**src/rtl/scratch_swz_pkg.sv**
```systemverilog
package scratch_swz_pkg;

  // Element-size selection, value = log2(bytes) - 1
  typedef enum logic [1:0] {
    ELEM_2B  = 2'd0,
    ELEM_4B  = 2'd1,
    ELEM_8B  = 2'd2,
    ELEM_16B = 2'd3
  } elem_code_e;

  // Access widths, value = log2(bytes); codes above ACC_16B are illegal
  typedef enum logic [2:0] {
    ACC_1B  = 3'd0,
    ACC_2B  = 3'd1,
    ACC_4B  = 3'd2,
    ACC_8B  = 3'd3,
    ACC_16B = 3'd4
  } acc_code_e;

  localparam int unsigned MAX_ACC_LOG = 4;
  localparam int unsigned CNT_W       = 3;  // beats - 1, at most 7

  // log2 of element bytes
  function automatic logic [2:0] elem_log2(input logic [1:0] code);
    return {1'b0, code} + 3'd1;
  endfunction

endpackage

```
**src/rtl/swz_rst_sync.sv**
```systemverilog
module swz_rst_sync (
  input  logic clk,
  input  logic rst_n,
  output logic rst_sync_n
);
  logic [1:0] sync_q;

  always_ff @(posedge clk or negedge rst_n) begin
    if (!rst_n) sync_q <= 2'b00;
    else        sync_q <= {sync_q[0], 1'b1};
  end

  assign rst_sync_n = sync_q[1];
endmodule

```
**src/rtl/swz_req_decode.sv**
```systemverilog
module swz_req_decode
  import scratch_swz_pkg::*;
#(
  parameter int unsigned PRIV_W = 24
) (
  input  logic [PRIV_W-1:0] addr,
  input  logic [2:0]        size_code,
  input  logic [1:0]        elem_code,
  output logic              bad,
  output logic [2:0]        beat_log,
  output logic [CNT_W-1:0]  cnt_m1
);
  logic [2:0] acc_log;
  logic [2:0] es_log;
  logic [3:0] low_mask;
  logic       illegal;
  logic       misal;
  logic [2:0] ratio_log;

  always_comb begin
    acc_log   = size_code;
    es_log    = elem_log2(elem_code);
    illegal   = (size_code > 3'(MAX_ACC_LOG));
    low_mask  = 4'((5'd1 << acc_log) - 5'd1);
    misal     = |(addr[3:0] & low_mask);
    bad       = illegal | misal;
    ratio_log = 3'd0;
    if (acc_log > es_log) begin
      beat_log  = es_log;
      ratio_log = acc_log - es_log;
    end else begin
      beat_log  = acc_log;
    end
    cnt_m1 = CNT_W'((4'd1 << ratio_log) - 4'd1);
  end
endmodule

```
**src/rtl/swz_addr_map.sv**
```systemverilog
module swz_addr_map #(
  parameter int unsigned ADDR_W = 48,
  parameter int unsigned PRIV_W = 24,
  parameter int unsigned LANE_W = 6
) (
  input  logic [ADDR_W-1:0] base_sum,
  input  logic [PRIV_W-1:0] priv_addr,
  input  logic [LANE_W-1:0] lane,
  input  logic [2:0]        es_log,
  output logic [ADDR_W-1:0] phys_addr
);
  localparam int unsigned SLOT_W = PRIV_W + LANE_W;

  logic [PRIV_W-1:0] elem_idx;
  logic [PRIV_W-1:0] in_elem;
  logic [SLOT_W-1:0] slot;
  logic [ADDR_W-1:0] slot_bytes;

  always_comb begin
    elem_idx   = priv_addr >> es_log;
    in_elem    = priv_addr & ((PRIV_W'(1) << es_log) - PRIV_W'(1));
    slot       = {elem_idx, lane};  // element index * lanes + lane
    slot_bytes = ADDR_W'(slot) << es_log;
    phys_addr  = base_sum + slot_bytes + ADDR_W'(in_elem);
  end
endmodule

```
**src/rtl/swz_beat_seq.sv**
```systemverilog
module swz_beat_seq
  import scratch_swz_pkg::*;
#(
  parameter int unsigned ADDR_W = 48,
  parameter int unsigned PRIV_W = 24,
  parameter int unsigned LANE_W = 6
) (
  input  logic              clk,
  input  logic              rst_n,
  input  logic              accept,
  input  logic              bad,
  input  logic [ADDR_W-1:0] new_base_sum,
  input  logic [PRIV_W-1:0] new_addr,
  input  logic [LANE_W-1:0] new_lane,
  input  logic [2:0]        new_es_log,
  input  logic [2:0]        new_beat_log,
  input  logic [CNT_W-1:0]  new_cnt_m1,
  input  logic              out_ready,
  output logic              busy,
  output logic              err,
  output logic [ADDR_W-1:0] cur_base_sum,
  output logic [PRIV_W-1:0] cur_addr,
  output logic [LANE_W-1:0] cur_lane,
  output logic [2:0]        cur_es_log,
  output logic [2:0]        cur_beat_log,
  output logic              cur_last
);
  logic              busy_q, busy_d;
  logic              err_q, err_d;
  logic [CNT_W-1:0]  rem_q, rem_d;
  logic [PRIV_W-1:0] addr_q, addr_d;
  logic [ADDR_W-1:0] base_q;
  logic [LANE_W-1:0] lane_q;
  logic [2:0]        es_q, bl_q;
  logic              load_en;
  logic              step_en;

  assign load_en = accept;
  assign step_en = busy_q & out_ready;

  // next state
  always_comb begin
    busy_d = busy_q;
    rem_d  = rem_q;
    addr_d = addr_q;
    err_d  = 1'b0;
    if (load_en) begin
      err_d  = bad;
      busy_d = ~bad;
      rem_d  = new_cnt_m1;
      addr_d = new_addr;
    end else if (step_en) begin
      if (rem_q == '0) begin
        busy_d = 1'b0;
      end else begin
        rem_d  = rem_q - CNT_W'(1);
        addr_d = addr_q + (PRIV_W'(1) << bl_q);
      end
    end
  end

  // control registers
  always_ff @(posedge clk or negedge rst_n) begin
    if (!rst_n) begin
      busy_q <= 1'b0;
      err_q  <= 1'b0;
    end else begin
      busy_q <= busy_d;
      err_q  <= err_d;
    end
  end

  // datapath registers, clock-enabled, no reset needed
  always_ff @(posedge clk) begin
    if (load_en | step_en) begin
      rem_q  <= rem_d;
      addr_q <= addr_d;
    end
    if (load_en) begin
      base_q <= new_base_sum;
      lane_q <= new_lane;
      es_q   <= new_es_log;
      bl_q   <= new_beat_log;
    end
  end

  assign busy         = busy_q;
  assign err          = err_q;
  assign cur_base_sum = base_q;
  assign cur_addr     = addr_q;
  assign cur_lane     = lane_q;
  assign cur_es_log   = es_q;
  assign cur_beat_log = bl_q;
  assign cur_last     = (rem_q == '0);
endmodule

```
**src/rtl/scratch_swizzle_agu.sv**
```systemverilog
module scratch_swizzle_agu
  import scratch_swz_pkg::*;
#(
  parameter int unsigned ADDR_W = 48,
  parameter int unsigned OFF_W  = 32,
  parameter int unsigned PRIV_W = 24,
  parameter int unsigned LANES  = 64,
  localparam int unsigned LANE_W = $clog2(LANES)
) (
  input  logic              clk,
  input  logic              rst_n,
  input  logic [ADDR_W-1:0] cfg_scratch_base,
  input  logic [OFF_W-1:0]  cfg_wave_offset,
  input  logic [1:0]        cfg_elem_code,
  input  logic              req_valid,
  output logic              req_ready,
  input  logic [LANE_W-1:0] req_lane,
  input  logic [PRIV_W-1:0] req_addr,
  input  logic [2:0]        req_size,
  output logic              beat_valid,
  input  logic              beat_ready,
  output logic [ADDR_W-1:0] beat_addr,
  output logic [4:0]        beat_bytes,
  output logic              beat_last,
  output logic              err_misalign
);
  logic              rst_sync_n;
  logic              accept;
  logic              bad;
  logic [2:0]        dec_beat_log;
  logic [CNT_W-1:0]  dec_cnt_m1;
  logic [ADDR_W-1:0] new_base_sum;
  logic              busy;
  logic [ADDR_W-1:0] cur_base_sum;
  logic [PRIV_W-1:0] cur_addr;
  logic [LANE_W-1:0] cur_lane;
  logic [2:0]        cur_es_log;
  logic [2:0]        cur_beat_log;
  logic              cur_last;

  swz_rst_sync u_rst (
    .clk        (clk),
    .rst_n      (rst_n),
    .rst_sync_n (rst_sync_n)
  );

  assign req_ready    = ~busy;
  assign accept       = req_valid & req_ready;
  assign new_base_sum = cfg_scratch_base + ADDR_W'(cfg_wave_offset);

  swz_req_decode #(.PRIV_W(PRIV_W)) u_dec (
    .addr      (req_addr),
    .size_code (req_size),
    .elem_code (cfg_elem_code),
    .bad       (bad),
    .beat_log  (dec_beat_log),
    .cnt_m1    (dec_cnt_m1)
  );

  swz_beat_seq #(.ADDR_W(ADDR_W), .PRIV_W(PRIV_W), .LANE_W(LANE_W)) u_seq (
    .clk          (clk),
    .rst_n        (rst_sync_n),
    .accept       (accept),
    .bad          (bad),
    .new_base_sum (new_base_sum),
    .new_addr     (req_addr),
    .new_lane     (req_lane),
    .new_es_log   (elem_log2(cfg_elem_code)),
    .new_beat_log (dec_beat_log),
    .new_cnt_m1   (dec_cnt_m1),
    .out_ready    (beat_ready),
    .busy         (busy),
    .err          (err_misalign),
    .cur_base_sum (cur_base_sum),
    .cur_addr     (cur_addr),
    .cur_lane     (cur_lane),
    .cur_es_log   (cur_es_log),
    .cur_beat_log (cur_beat_log),
    .cur_last     (cur_last)
  );

  swz_addr_map #(.ADDR_W(ADDR_W), .PRIV_W(PRIV_W), .LANE_W(LANE_W)) u_map (
    .base_sum  (cur_base_sum),
    .priv_addr (cur_addr),
    .lane      (cur_lane),
    .es_log    (cur_es_log),
    .phys_addr (beat_addr)
  );

  assign beat_valid = busy;
  assign beat_bytes = 5'(5'd1 << cur_beat_log);
  assign beat_last  = cur_last;
endmodule

```
**config.mk**
```make
export PLATFORM = sky130hd
export DESIGN_NAME = scratch_swizzle_agu
export DESIGN_NICKNAME = d
export VERILOG_FILES = /design/src/rtl/scratch_swz_pkg.sv /design/src/rtl/swz_rst_sync.sv /design/src/rtl/swz_req_decode.sv /design/src/rtl/swz_addr_map.sv /design/src/rtl/swz_beat_seq.sv /design/src/rtl/scratch_swizzle_agu.sv
export SDC_FILE = /design/constraint.sdc
export NUM_CORES = 1
export LEC_CHECK = 0
export ABC_AREA = 0
export BUFFER_PORTS_ARGS = -buffer_cell sky130_fd_sc_hd__buf_2
export CORE_MARGIN = 5
export CORE_UTILIZATION = 35
export DETAILED_ROUTE_END_ITERATION = 8
export HOLD_SLACK_MARGIN = 0.05
export PLACE_DENSITY = 0.54
export SLEW_MARGIN = 10
export SYNTH_ARGS = -nofsm -noshare
export SYNTH_HDL_FRONTEND = slang
export SYNTH_SLANG_ARGS = --single-unit
export TNS_END_PERCENT = 30
```
**constraint.sdc**
```tcl
create_clock -name clk -period 6.8 [get_ports clk]
set_input_delay 0.68 -clock clk [delete_from_list [all_inputs] [get_ports clk]]
set_output_delay 0.68 -clock clk [all_outputs]
set_load 0.02 [all_outputs]
```
; ---- After elaboration in Yosys (flattened, before gate mapping)
; Cells that the tools add are included.
; Widths: inputs -> output; s select.
[classes]
n_addsub = 10
n_lt_le_gt_ge = 2
eq_ne = 1
n_shift = 7
n_mux = 12
n_bitwise = 8
reduce_logical = 6
[ops]
columns = cell, n
row1 = $mux 24, 3
row2 = $add 48x24->48, 1
row3 = $add 48x32->48, 1
row4 = $add 48x48->48, 1
row5 = $shl 1x3->24 const A, 2
row6 = $shl 30x3->48, 1
row7 = $add 24x24->24, 1
row8 = $and 24x24->24, 1
row9 = $shr 24x3->24, 1
row10 = $sub 24x1->24 const B, 1
row11 = $mux 3, 5
row12 = $sub 3x1->3 const B, 2
row13 = $shl 1x3->5 const A, 1
row14 = $and 4x4->4, 1
row15 = $mux 1, 4
row16 = $reduce_bool 2->1, 2
row17 = $reduce_or 4->1, 1
row18 = $shl 1x3->4 const A, 1
row19 = $sub 4x1->4 const B, 1
row20 = $add 2x1->3 const B, 1
row21 = $gt 3x3->1, 1
row22 = $gt 3x3->1 const B, 1
row23 = $logic_not 3->1, 1
row24 = $reduce_and 3->1, 1
row25 = 7 further kinds, 10
[totals]
ff_bits = 91
input_bits = 119
output_inout_bits = 57
wordCells = 55

; ---- Logic depth before layout (Yosys ltp)
[logic_depth]
ltp_word = 7
ltp_mapped = 20
depth_no_buf = 18

; ---- Hierarchy
; From an unflattened synthesis, not the netlist that was laid out.
[hier_totals]
hier_cells = 1093
hier_area_um2 = 10067.2
[modules_own_cells]
columns = mod, instances, cells_per_inst, area_per_inst_um2, seq_area_each_um2
row1 = swz_beat_seq, 1, 267, 3853.7, 2662.6
row2 = swz_addr_map, 1, 490, 3781.1, 0.0
row3 = scratch_swizzle_agu, 1, 292, 2059.5, 0.0
row4 = swz_req_decode, 1, 41, 319.1, 0.0
row5 = swz_rst_sync, 1, 3, 53.8, 50.0

; ---- Least setup slack after synthesis
; OpenSTA, ideal clock, no wires.
[synth_path]
path_type = register to output
from = register u_seq.es_q[1] (netlist: u_seq.cur_es_log[1])
to = output beat_addr[42]
arrival_ps = 4542
t_required_ps = 6120
path_slack_ps = 1578
stages_incl_launch_ff = 17
path_buffers = 2
cell_sequence = edfxtp_1 > buf_2 > buf_2 > a21o_1 > mux4_2 > mux4_2 > mux2_2 > fa_1 > ha_1 > a21o_1 > a21oi_1 > o21ai_0 > and2_0 > o311a_4 > o41ai_4 > nor3_1 > xor2_1
[synth_via]
elab_chain_len = 4
elab_cells_between_ends = 7
cone_classes = 3 x add/sub / 3 x shift / 1 x bitwise
[synth_rtl]
columns = item, line_no
row1 = start: declaration, swz_beat_seq.sv:34  ; logic [2:0] es_q, bl_q;
row2 = start signal: assignment, swz_beat_seq.sv:82  ; es_q <= new_es_log;
row3 = $shr 24x3->24 or $shl 1x3->24 (tied branches), "swz_addr_map.sv:20, swz_addr_map.sv:21"
row4 = $shl 30x3->48 or $sub 24x1->24 (tied branches), "swz_addr_map.sv:23, swz_addr_map.sv:21"
row5 = $add 48x48->48 or $and 24x24->24 (tied branches), "swz_addr_map.sv:24, swz_addr_map.sv:21"
row6 = $add 48x24->48 *, swz_addr_map.sv:24  ; phys_addr = base_sum + slot_bytes + ADDR_W'(in_elem);
row7 = end: declaration, scratch_swizzle_agu.sv:22  ; output logic [ADDR_W-1:0] beat_addr,
; Mark *: on every way between the ends. The rest lies on a longest branch, timed or not.

; ---- Worst setup path in the final report
[layout_path]
from = register u_seq.es_q[1] (netlist: u_seq.cur_es_log[1])
to = output beat_addr[30]
; The elaborated chain is that of the path after synthesis.

==> impl_metrics.ini <==
[critical_path]
cp_max_fo = 15
crit_arrival_ns = 5.64
worstSetupPathType = reg2out
cp-end-kind = output pin
cp-start-kind = flop
worstPathRequired_ns = 6.12

[grt]
grt_use_total_pct = 16.5
grt-ovfl-total = 0
grt_pass1_vias = 8004
grt_start_max_net_pins = 48
antenna_found_initial = 1
grt_pass1_wl_mm = 41.2

[synthesis]
synth_flop_cell = edfxtp_1
ys_seq_area_share_pct = 28.4
yosys_warnings = 0
postSynth.asyncResetShare_pct = 4.40
synth_edf_count = 87
synthCells = 1042
synth-seq-cells = 91
netlist_area_um2 = 9560
synth.avg_cell_area_um2 = 9.18
synth.distinct_cells = 78

[floorplan]
die-area_um2 = 30700
die_w_um = 175
die-height_um = 175
initial_core_util_pct = 35.5
core_area_um2 = 27000
num_io_pins = 176
placementRows = 60

[timing]
skew_ns = 0.00967
max_slew_margin_pct = 33.4
slew_viol_final = 0
post-route-min-period_ns = 6.32
final-setup-viol-count = 0
fmax_mhz = 158
hold_viol = 0
period_share_pct = 93.0
fin_tns_setup_ns = 0
grt_setup_unrepaired = no
tightestPinTransition_ns = 0.999

[placement]
dp_hpwl_mm = 21.1
postPlaceCellArea_um2 = 10800
place_congestion = 0.885
io_buffers = 175

[power]
vdd_ir_drop_max_mv = 0.157
cellPowerDensity_nw_per_um2 = 467
leakage_nw = 4.77

[clock_tree]
cts_tree = built
cts_buffers = 9
clock-sinks = 91
clock_latency_ns = 0.35
root_buffer = clkbuf_16
clkTransAtPathRegs_ns = 0.07
htreeDepth = 3
cts_buffer_depth = 2

[run]
drv_cap = 0

[final_layout]
finalInstanceArea_um2 = 11100
syn_to_final_growth_pct = 16.2
fillers = 2702
regArea_um2 = 2710
num-nets-final = 1450
multiInputGateArea_um2 = 6580
final_cell_mix = buf_2 (175), nand2_1 (103), ha_1 (96), a21oi_1 (93)
layout_commonest_cell = buf_2
drive_gt1_share_pct = 19.5

[drt]
ant_nets = 0
wire_per_inst_um = 16.4
first_pass_iters = 5
drt-initial-drc-count = 378
vias_per_cell = 5.18
via_count = 8042
drc = 0
wirelength_mm = 25.5

[worst_hold_path]
min_path_type = in2async

[run_status]
status = completed
==> synthesized netlist by cell type (6+ instances only) <==
cell      number  area [µm²]
nand2_1      103         387
ha_1          96        1200
a21oi_1       93         465
edfxtp_1      87        2610
xnor2_1       87         762
nor2_1        68         255
o21ai_0       62         310
inv_1         42         158
a21o_1        37         278
clkbuf_1      35         131
fa_1          28         561
xor2_1        26         228
nand3_1       25         125
nand2b_1      16         100
nor3_1        16        80.1
a31oi_1       15        93.8
and3_1        15        93.8
mux2_2        15         169
nand4_1       14        87.6
a211oi_1      13        97.6
o211ai_1      13        97.6
and2_1        11        68.8
mux2i_1       10         100
o21bai_1      10        75.1
nor2b_1        9        56.3
buf_2          8        40.0
o21a_1         6        45.0
==> layer usage <==
metal	global-route usage (%)	share of wire (%)	vias up
met5	0	0	-
li1	-	-	4104
met2	24.9	43	158
met1	24.7	52	3757
met4	4.19	1.6	0
met3	2.37	3.5	23
==> worst paths after layout <==
check / start / endpoint / slack [ns] / cells past startpoint
max in group asynchronous: u_rst.sync_q[1]$_DFF_PN0_ / u_seq.busy$_DFFE_PN0P_ / 6.13 / 1
min in group clk: u_rst.sync_q[0]$_DFF_PN0_ / u_rst.sync_q[1]$_DFF_PN0_ / 0.35 / 0
min reg2reg: u_rst.sync_q[0]$_DFF_PN0_ / u_rst.sync_q[1]$_DFF_PN0_ / 0.35 / 0
min: rst_n / u_rst.sync_q[1]$_DFF_PN0_ / 0.10 / 1
max: u_seq.cur_es_log[1]$_DFFE_PP_ / beat_addr[30] / 0.48 / 15
max reg2reg: u_seq.cur_beat_log[1]$_DFFE_PP_ / u_seq.cur_addr[19]$_DFFE_PP_ / 3.30 / 11
==> report_power, final <==
part	internal (mW)	switching (mW)
clock network	0.290	0.226
logic	1.40	2.22
registers	0.850	0.201
total	2.54	2.65
==> critical path, cell delays in order, from the launching register on <==
cell	delay (ns)
edfxtp_1	0.75
mux2_2	0.41
mux4_2	0.48
mux4_2	0.47
mux2_2	0.29
fa_1	0.46
ha_1	0.38
a21o_1	0.18
a21oi_1	0.18
o21ai_0	0.14
and2_0	0.20
or3_4	0.37
a31oi_1	0.40
o21ai_0	0.19
xor2_1	0.20
buf_2	0.20
==> per-stage QoR <==
stage / worst slack [ns] / cells / hold WS (ns) / utilization, % / power, mW
5_1_grt: 0.135 / 1554 / 0.0863 / 41.2 / 5.65
4_1_cts: 0.216 / 1552 / 0.0878 / 41.2 / 5.23
3_3_place_gp: 0.698 / 1535 / 0.0165 / 40.0 / 4.67
2_1_floorplan: 1.58 / 1062 / 0.0111 / - / 3.67
3_5_place_dp: 0.617 / 1535 / 0.0205 / 40.0 / 4.69
6_report: 0.476 / 1554 / 0.104 / 41.2 / 5.19
==> flip-flops by register name (all words and copies together), names as in the netlist <==
signal and count:
u_seq.cur_es_log 3, u_seq.busy 1, u_seq.cur_beat_log 3, u_rst.sync_q 2
u_seq.cur_base_sum 48, u_seq.rem_q 3, u_seq.err 1, u_seq.cur_addr 24
u_seq.cur_lane 6
==> timing repair <==
item | CTS | global route
resized for setup | 0 | 0
hold buffers | 1 | 0
endpoints found under the hold margin | 2 | 0
setup endpoints to repair | 0 | 5
setup buffers | 0 | 1
==> final cells by class <==
cell class,count,share of cell area [%]
tap,341,3.84
antenna,1,0.0225
timing repair buffer,181,8.31
sequential,91,24.4
clock buffer,10,2.06
multi-input combinational,880,59.2
inverter,44,1.50
clock inverter,6,0.664
==> cell families (layout without fill, tap and decap cells) <==
logic type,Yosys count,in the layout,synth area share [%]
simple gates,297,297,15.0
compound gates,295,295,20.4
fa+ha+maj,124,124,18.4
xor+xnor,113,113,10.3
flops,91,91,28.4
buf+inv,91,241,3.69
mux,29,29,3.75
other cells,2,23,0.0785
(Power assumes the default switching activity.)
